===== src/rtl/l2_part_router.sv =====
module l2_part_router #(
  parameter int AW        = 32,
  parameter int LINE_BITS = 7,
  parameter int PAGE_BIT  = 13,
  parameter int DIR_BITS  = 4,
  parameter int FAR_DELAY = 8
) (
  input  logic          clk,
  input  logic          rst_n,
  input  logic          req_valid,
  output logic          req_ready,
  input  logic [AW-1:0] req_addr,
  input  logic          req_grp,
  input  logic          req_write,
  input  logic          req_strong,
  output logic          out_valid,
  output logic [AW-1:0] out_addr,
  output logic          out_write,
  output logic          out_part,
  output logic          out_far,
  output logic          out_repl,
  output logic          inv_valid,
  output logic [AW-1:0] inv_addr,
  output logic          inv_part
);
  localparam int DEPTH = 1 << DIR_BITS;
  localparam int TW    = AW - LINE_BITS - DIR_BITS;
  localparam int CW    = $clog2(FAR_DELAY + 2);

  logic [DEPTH-1:0] dir_v;
  logic [TW-1:0]    dir_tag [DEPTH];
  logic             full;
  logic [CW-1:0]    cnt;

  wire                home   = req_addr[PAGE_BIT];
  wire [DIR_BITS-1:0] idx    = req_addr[LINE_BITS +: DIR_BITS];
  wire [TW-1:0]       tag    = req_addr[AW-1 -: TW];
  wire                rep    = dir_v[idx] && dir_tag[idx] == tag;
  wire                away   = req_grp != home;
  wire                ld_any = !req_write && !req_strong && away;
  wire                use_rep = ld_any && rep;
  wire                do_rep  = ld_any && !dir_v[idx];
  wire                do_inv  = req_write && rep;
  wire                serve   = use_rep ? req_grp : home;
  wire                far     = serve != req_grp;
  wire                accept  = req_valid && req_ready;
  wire [CW-1:0]       lat     = (far ? CW'(FAR_DELAY) : '0) + CW'(do_inv);

  assign out_valid = full && cnt == '0;
  assign req_ready = !full || cnt == '0;

  always_ff @(posedge clk) begin
    if (!rst_n) begin
      full      <= 1'b0;
      cnt       <= '0;
      out_addr  <= '0;
      out_write <= 1'b0;
      out_part  <= 1'b0;
      out_far   <= 1'b0;
      out_repl  <= 1'b0;
      inv_valid <= 1'b0;
      inv_addr  <= '0;
      inv_part  <= 1'b0;
      dir_v     <= '0;
      for (int i = 0; i < DEPTH; i++) dir_tag[i] <= '0;
    end else begin
      inv_valid <= accept && do_inv;
      if (accept) begin
        full      <= 1'b1;
        cnt       <= lat;
        out_addr  <= req_addr;
        out_write <= req_write;
        out_part  <= serve;
        out_far   <= far;
        out_repl  <= do_rep;
        inv_addr  <= {req_addr[AW-1:LINE_BITS], {LINE_BITS{1'b0}}};
        inv_part  <= ~home;
        if (do_rep) begin
          dir_v[idx]   <= 1'b1;
          dir_tag[idx] <= tag;
        end
        if (do_inv) dir_v[idx] <= 1'b0;
      end else if (full && cnt != '0) begin
        cnt <= cnt - 1'b1;
      end else if (full) begin
        full <= 1'b0;
      end
    end
  end
endmodule


===== config.mk =====
export PLATFORM = sky130hd
export DESIGN_NAME = l2_part_router
export DESIGN_NICKNAME = d
export VERILOG_FILES = /design/src/rtl/l2_part_router.sv
export SDC_FILE = /design/constraint.sdc
export NUM_CORES = 1
export LEC_CHECK = 0
export ABC_AREA = 1
export BUFFER_PORTS_ARGS = -buffer_cell sky130_fd_sc_hd__buf_4
export CORE_MARGIN = 1.5
export CORE_UTILIZATION = 38
export DETAILED_ROUTE_END_ITERATION = 10
export MAX_ROUTING_LAYER = met4
export SYNTH_ARGS = -nofsm -noshare
export SYNTH_HDL_FRONTEND = slang
export SYNTH_SLANG_ARGS = --single-unit
export TNS_END_PERCENT = 50

===== constraint.sdc =====
create_clock -name clk -period 4 [get_ports clk]
set_input_delay 0.4 -clock clk [delete_from_list [all_inputs] [get_ports clk]]
set_output_delay 0.4 -clock clk [all_outputs]
set_load 0.01 [all_outputs]

# Word-level counts from Yosys, hierarchy flattened
# Memory sizes are Yosys's and may differ from the RTL's.
# Cells that the tools add are included.
# op_classes
order_cmp	2
n_reduce_logical	20
n_mux	22
bitwise	4
add_sub_neg	2
n_eq_ne	4
# op_table
op	count
16-bit two-way mux	4
21-bit equality test	1
21-bit two-way mux	1
21-bit OR reduction	1
16-bit AND	1
4-bit two-way mux	4
16-bit NOT	1
16-bit OR	1
1-bit logical AND	11
1-bit two-way mux	11
4-bit by 5-bit < comparator with 1-bit output (second input constant)	1
4-bit by 1-bit adder with 4-bit output	1
1-bit binary-select mux with 4-bit select	1
1-bit demux with 4-bit select	1
4-bit by 1-bit greater-or-equal comparator with 1-bit output (second input constant)	1
1-bit logical NOT	4
4-bit logical NOT	1
4-bit nonzero test	1
4-bit by 1-bit subtractor with 4-bit output (second input constant)	1
1-bit != test	2
2-bit != test (second input constant)	1
2-bit nonzero test	1
1-bit logical OR	1
1-bit NOT	1
# totals
elab_cells	66
mem_bits_rw	336
mem_count	1
out_inout_bits	72
regBits	84
# memory_table
name	words	word_bits	read_ports	rd_clocked_by_memory_dff	write_ports	line_no	source
dir_tag	16	21	1	0	16	31	logic [TW-1:0] dir_tag [DEPTH];

# Depth between registers and ports, before layout
# logic_depth
depth_word	10
depth_mapped	23

# Worst setup path after synthesis
# No wires, ideal clock.
# synth_path
path_kind	input to register
start	in req_addr[7]
end	mem dir_tag[0][0] (netlist name) (enable)
t_required_ns	3.622
path_buffers	3
setup_slack_ns	1.413
t_arrival_ns	2.210
path_stages	14
cell_sequence	buf_4 > nor2_1 > buf_2 > nand2_1 > nand4_1 > nand2_1 > nand2_1 > inv_1 > nand2_1 > nand3_1 > inv_1 > buf_2 > nand2_1 > nand2_1
# synth_rtl
element	line_no	source
start: declaration	12	input logic [AW-1:0] req_addr,
end: declaration	31	

==> results.txt <==
- In this run the remaining antenna-violating nets after routing total 0.
- The count of final max-slew check failures came to 0.
- In the final routed layout, each cell accounts on average for 18.32 um.
- CTS sink count: 395
- Clock latency on the worst-skew pair, taken at its later pin, is 550 ps.
- Entering global routing, the biggest net connects between 70 and 80 pins.
- At the pin with the least slew margin, the transition time is approximately 1000 ps.
- STA classifies the critical path startpoint as a flip-flop.
- Vias after detailed routing: 14,150
- Clock edge transition at the registers on the reported setup and hold paths: around 60 ps
- Setup total negative slack on the finished layout was measured at 0 ps.
- On the final layout, the worst hold slack is approximately 67 ps.
- Fin crit share: between 70% and 80%
- For this run, design rule violations remaining after detail routing come to 0.
* Number of global-route vias before repair: 13,480
- The first global-routing pass estimated 78,230 um of wire.
* Max-capacitance violation count: 0
- The worst setup path is captured at a flip-flop.
- Final GP Congestion: around 0.97
- Area growth from synthesis to layout: 14.24%
- The Yosys step of the flow raised 0 warnings.
- After layout, the design draws a total of between 9000 and 10,000 uW.
- Portion of the post-synthesis area used by sequential elements: ~62%
- Overflow left after global routing: 0
- Measured against its own limit, the worst slew margin works out to 30.18%.
- Full die area: between 0.04 and 0.05 mm2
- Each instance of the synthesized netlist takes up on average about 8.7 um2.
- Site Rows: slightly below 80
- For this run, the top clock speed supported by timing is ~340 MHz.
- Power spread over the standard cell area amounts to around 440 mW/mm2.
- The run finished with clean final reports.
* Most frequently used flop master after synthesis: edfxtp_1
* Total of buffers placed on input and output ports: between 100 and 150
- Summed over all nets, the switching power comes to around 2200 uW.
- Required time reported for the critical path endpoint: 4190 ps
- After synthesis, the netlist uses 31 different library cells.
* Proportion of synthesized flip-flops having asynchronous set or reset: 0%
* CTS tree: done
* Final standard cell utilization of the core: between 40% and 50%
- Routed wl met2: 24,530 um
* First-pass DRT Iterations: 5
- Highest signal layer in the routed design: met4
- Placed cell count: 2,710
- Subtracting the final worst setup slack from the clock period gives about 3000 ps.
* Clock root cell: clkbuf_16
* Hold buffer count at cts: 0
- Half-perimeter wire length of the detailed placement result: around 31,000 um
- Non-filler instance count after layout: around 2,800
* Area inside the core boundary: ~0.047 mm2
* CTS HTree Levels: 2
- 0 antenna diodes ended up in the layout.
- DIE WIDTH: approximately 220 um
- Vias per inst: 5.085
- Unrepaired setup endpoints after global routing: no
* Buffers from clock root to sink, at most: 3
* WL final: about 51,000 um
* Number of flops mapped to enable cells by yosys: roughly 340
* Post-Synthesis Cell Area: about 0.018 mm2
- Type of the tightest min-delay check: input port to flip-flop
- The number of setup buffers added after CTS is 0.
- The clock network accounts for 40.0% of the total power.
- Synthesis inferred just under 400 register bits.
- Final Setup Violations: 0
- In this run, the combinational gates consume 9.0% of the power.
- Worst setup path category: flip-flop to flip-flop
- 110 I/O pins were placed.
- Peak fanout along the critical path: 21
- The final number of hold-violating endpoints was 0.
- The number of antenna violations at the first check in global routing came to 0.
* Resized cells post-CTS: 0
- Share of final-layout standard cells stronger than drive strength 1: 10.80%
- Routed metal-1 wirelength: between 20,000 and 25,000 um
- Of the total power, the share spent switching nets is about a quarter.
* Effective utilization at floorplan: around two fifths
- The floorplan step set the die height to around 220 um.
- On the final layout, the worst clock skew is about 18 ps.
* First DRT Iteration DRCs: roughly 1,300
- Clock buffer count from CTS: 42
* Internal: ~7000 uW
- Across every metal layer, demand over resource in global routing totals 21.22%.
- For this run, the post-layout net count is around 2,200.
- Leakage power figure: 0.009036 uW
- Counting the fill cells in the layout gives approximately 4,500.
- Worst voltage drop across the vdd grid: about 0.24 mV
* WP data arrival: approximately 3200 ps
- Met3 wire length: around 3300 um
- Seq pwr share: 51.0%
- Number of instances in the synthesized netlist: ~2,100
==> power groups by stage <==
stage / sequential (uW) / combinational, uW / clock (uW)
floorplan: 4750 / 487 / 0
global placement: 4740 / 815 / 0
detailed placement: 4750 / 822 / 0
CTS: 4660 / 823 / 3720
global route: 4680 / 899 / 3880
finish: 4660 / 821 / 3660
==> worst max-delay path, stage by stage, from the launching register on <==
cell	delay, ps
dfxtp_1	310
inv_1	90
ha_1	190
nand2_1	80
nand2_1	120
inv_1	100
nor2_1	350
nand3_1	190
inv_1	540
nand2_1	170
nand2_1	100
buf_4	360
==> registers in the layout, indices dropped and copies added (netlist names) <==
| signal | cells |
|---|---|
| dir_tag | 336 |
| out_addr | 32 |
| full | 1 |
| out_write | 1 |
| out_far | 1 |
| out_repl | 1 |
| inv_valid | 1 |
| inv_part | 1 |
| cnt | 4 |
| dir_v | 16 |
| out_part | 1 |
==> Yosys cell counts (2+ instances only) <==
cell | n | area share (%)
buf_2 | 35 | 0.97
nand2_1 | 899 | 19
nand4_1 | 9 | 0.31
buf_1 | 8 | 0.17
dfxtp_1 | 59 | 6.5
o21ai_1 | 8 | 0.22
clkbuf_1 | 77 | 1.6
buf_6 | 2 | 0.12
nor2_1 | 412 | 8.5
a22oi_1 | 9 | 0.37
inv_2 | 5 | 0.10
a22o_1 | 8 | 0.39
edfxtp_1 | 336 | 56
o21ai_0 | 42 | 1.2
a21oi_1 | 30 | 0.83
inv_1 | 37 | 0.77
clkinv_1 | 22 | 0.46
nor3_1 | 7 | 0.19
nor2_2 | 3 | 0.10
buf_4 | 34 | 1.4
nand3_1 | 39 | 1.1
==> layout by cell type (no fill, tap or decap) <==
| master | instances |
|---|---|
| o21a_1 | 1 |
| a22oi_1 | 9 |
| clkinv_1 | 30 |
| nand2_1 | 899 |
| nor3_1 | 7 |
| buf_4 | 156 |
| a21oi_1 | 30 |
| clkinv_8 | 1 |
| conb_1 | 7 |
| o21ai_0 | 42 |
| a22o_1 | 8 |
| inv_2 | 4 |
| nor2_2 | 5 |
| a311oi_1 | 1 |
| nand2_2 | 1 |
| clkbuf_1 | 7 |
| clkbuf_16 | 42 |
| edfxtp_1 | 336 |
| buf_12 | 6 |
| o22ai_1 | 1 |
| clkinv_2 | 13 |
| nand4_1 | 9 |
| bufinv_16 | 2 |
| a31oi_1 | 1 |
| or2_2 | 1 |
| ha_1 | 1 |
| dfxtp_1 | 59 |
| o21ai_1 | 8 |
| clkbuf_8 | 1 |
| nand3_2 | 1 |
| xnor2_1 | 1 |
| inv_1 | 37 |
| nand3_1 | 39 |
| nor2_1 | 408 |
| nor2_4 | 2 |
==> logic make-up after synthesis <==
logic type | synth area share, %
compound gates | 3.127
xor+xnor | 0.04833
fa+ha+maj | 0.06903
buf+inv | 5.585
flops | 62.19
other cells | 0.02069
simple gates | 28.96
==> stage by stage <==
step                      worst slack [ps]  cell area [um2]
after floorplan                       1413            18150
after global placement               774.4            19450
after detailed placement             707.0            19450
after CTS                             1042            20700
after global routing                 800.1            20700
final                                 1042            20700
==> area by class of cell <==
cell class | instances | area, um2 | share of cell area [%]
clock inverter | 23 | 166.4 | 0.8038
tap | 607 | 759.5 | 3.668
timing repair buffer | 162 | 1291 | 6.237
multi-input combinational | 1482 | 5883 | 28.42
inverter | 64 | 241.5 | 1.166
clock buffer | 50 | 1091 | 5.270
sequential | 395 | 11270 | 54.44
==> layer usage <==
metal  global-route usage, %  vias to the layer above
li1                        -                     6740
met1                   26.66                     6807
met2                   35.32                      502
met3                   2.855                      102
met4                   7.186                        0
met5                       -                        -
==> worst paths after layout <==
check,end,depth (start not counted),from,slack (ps)
max,dir_tag[15][16],11,cnt[0],1040
max reg2reg,dir_tag[15][16],11,cnt[0],1040
min,out_addr[5],2,req_addr[5],70
min reg2reg,dir_v[8],2,dir_v[8],450
Note: power is estimated with default switching activity, not from simulation.
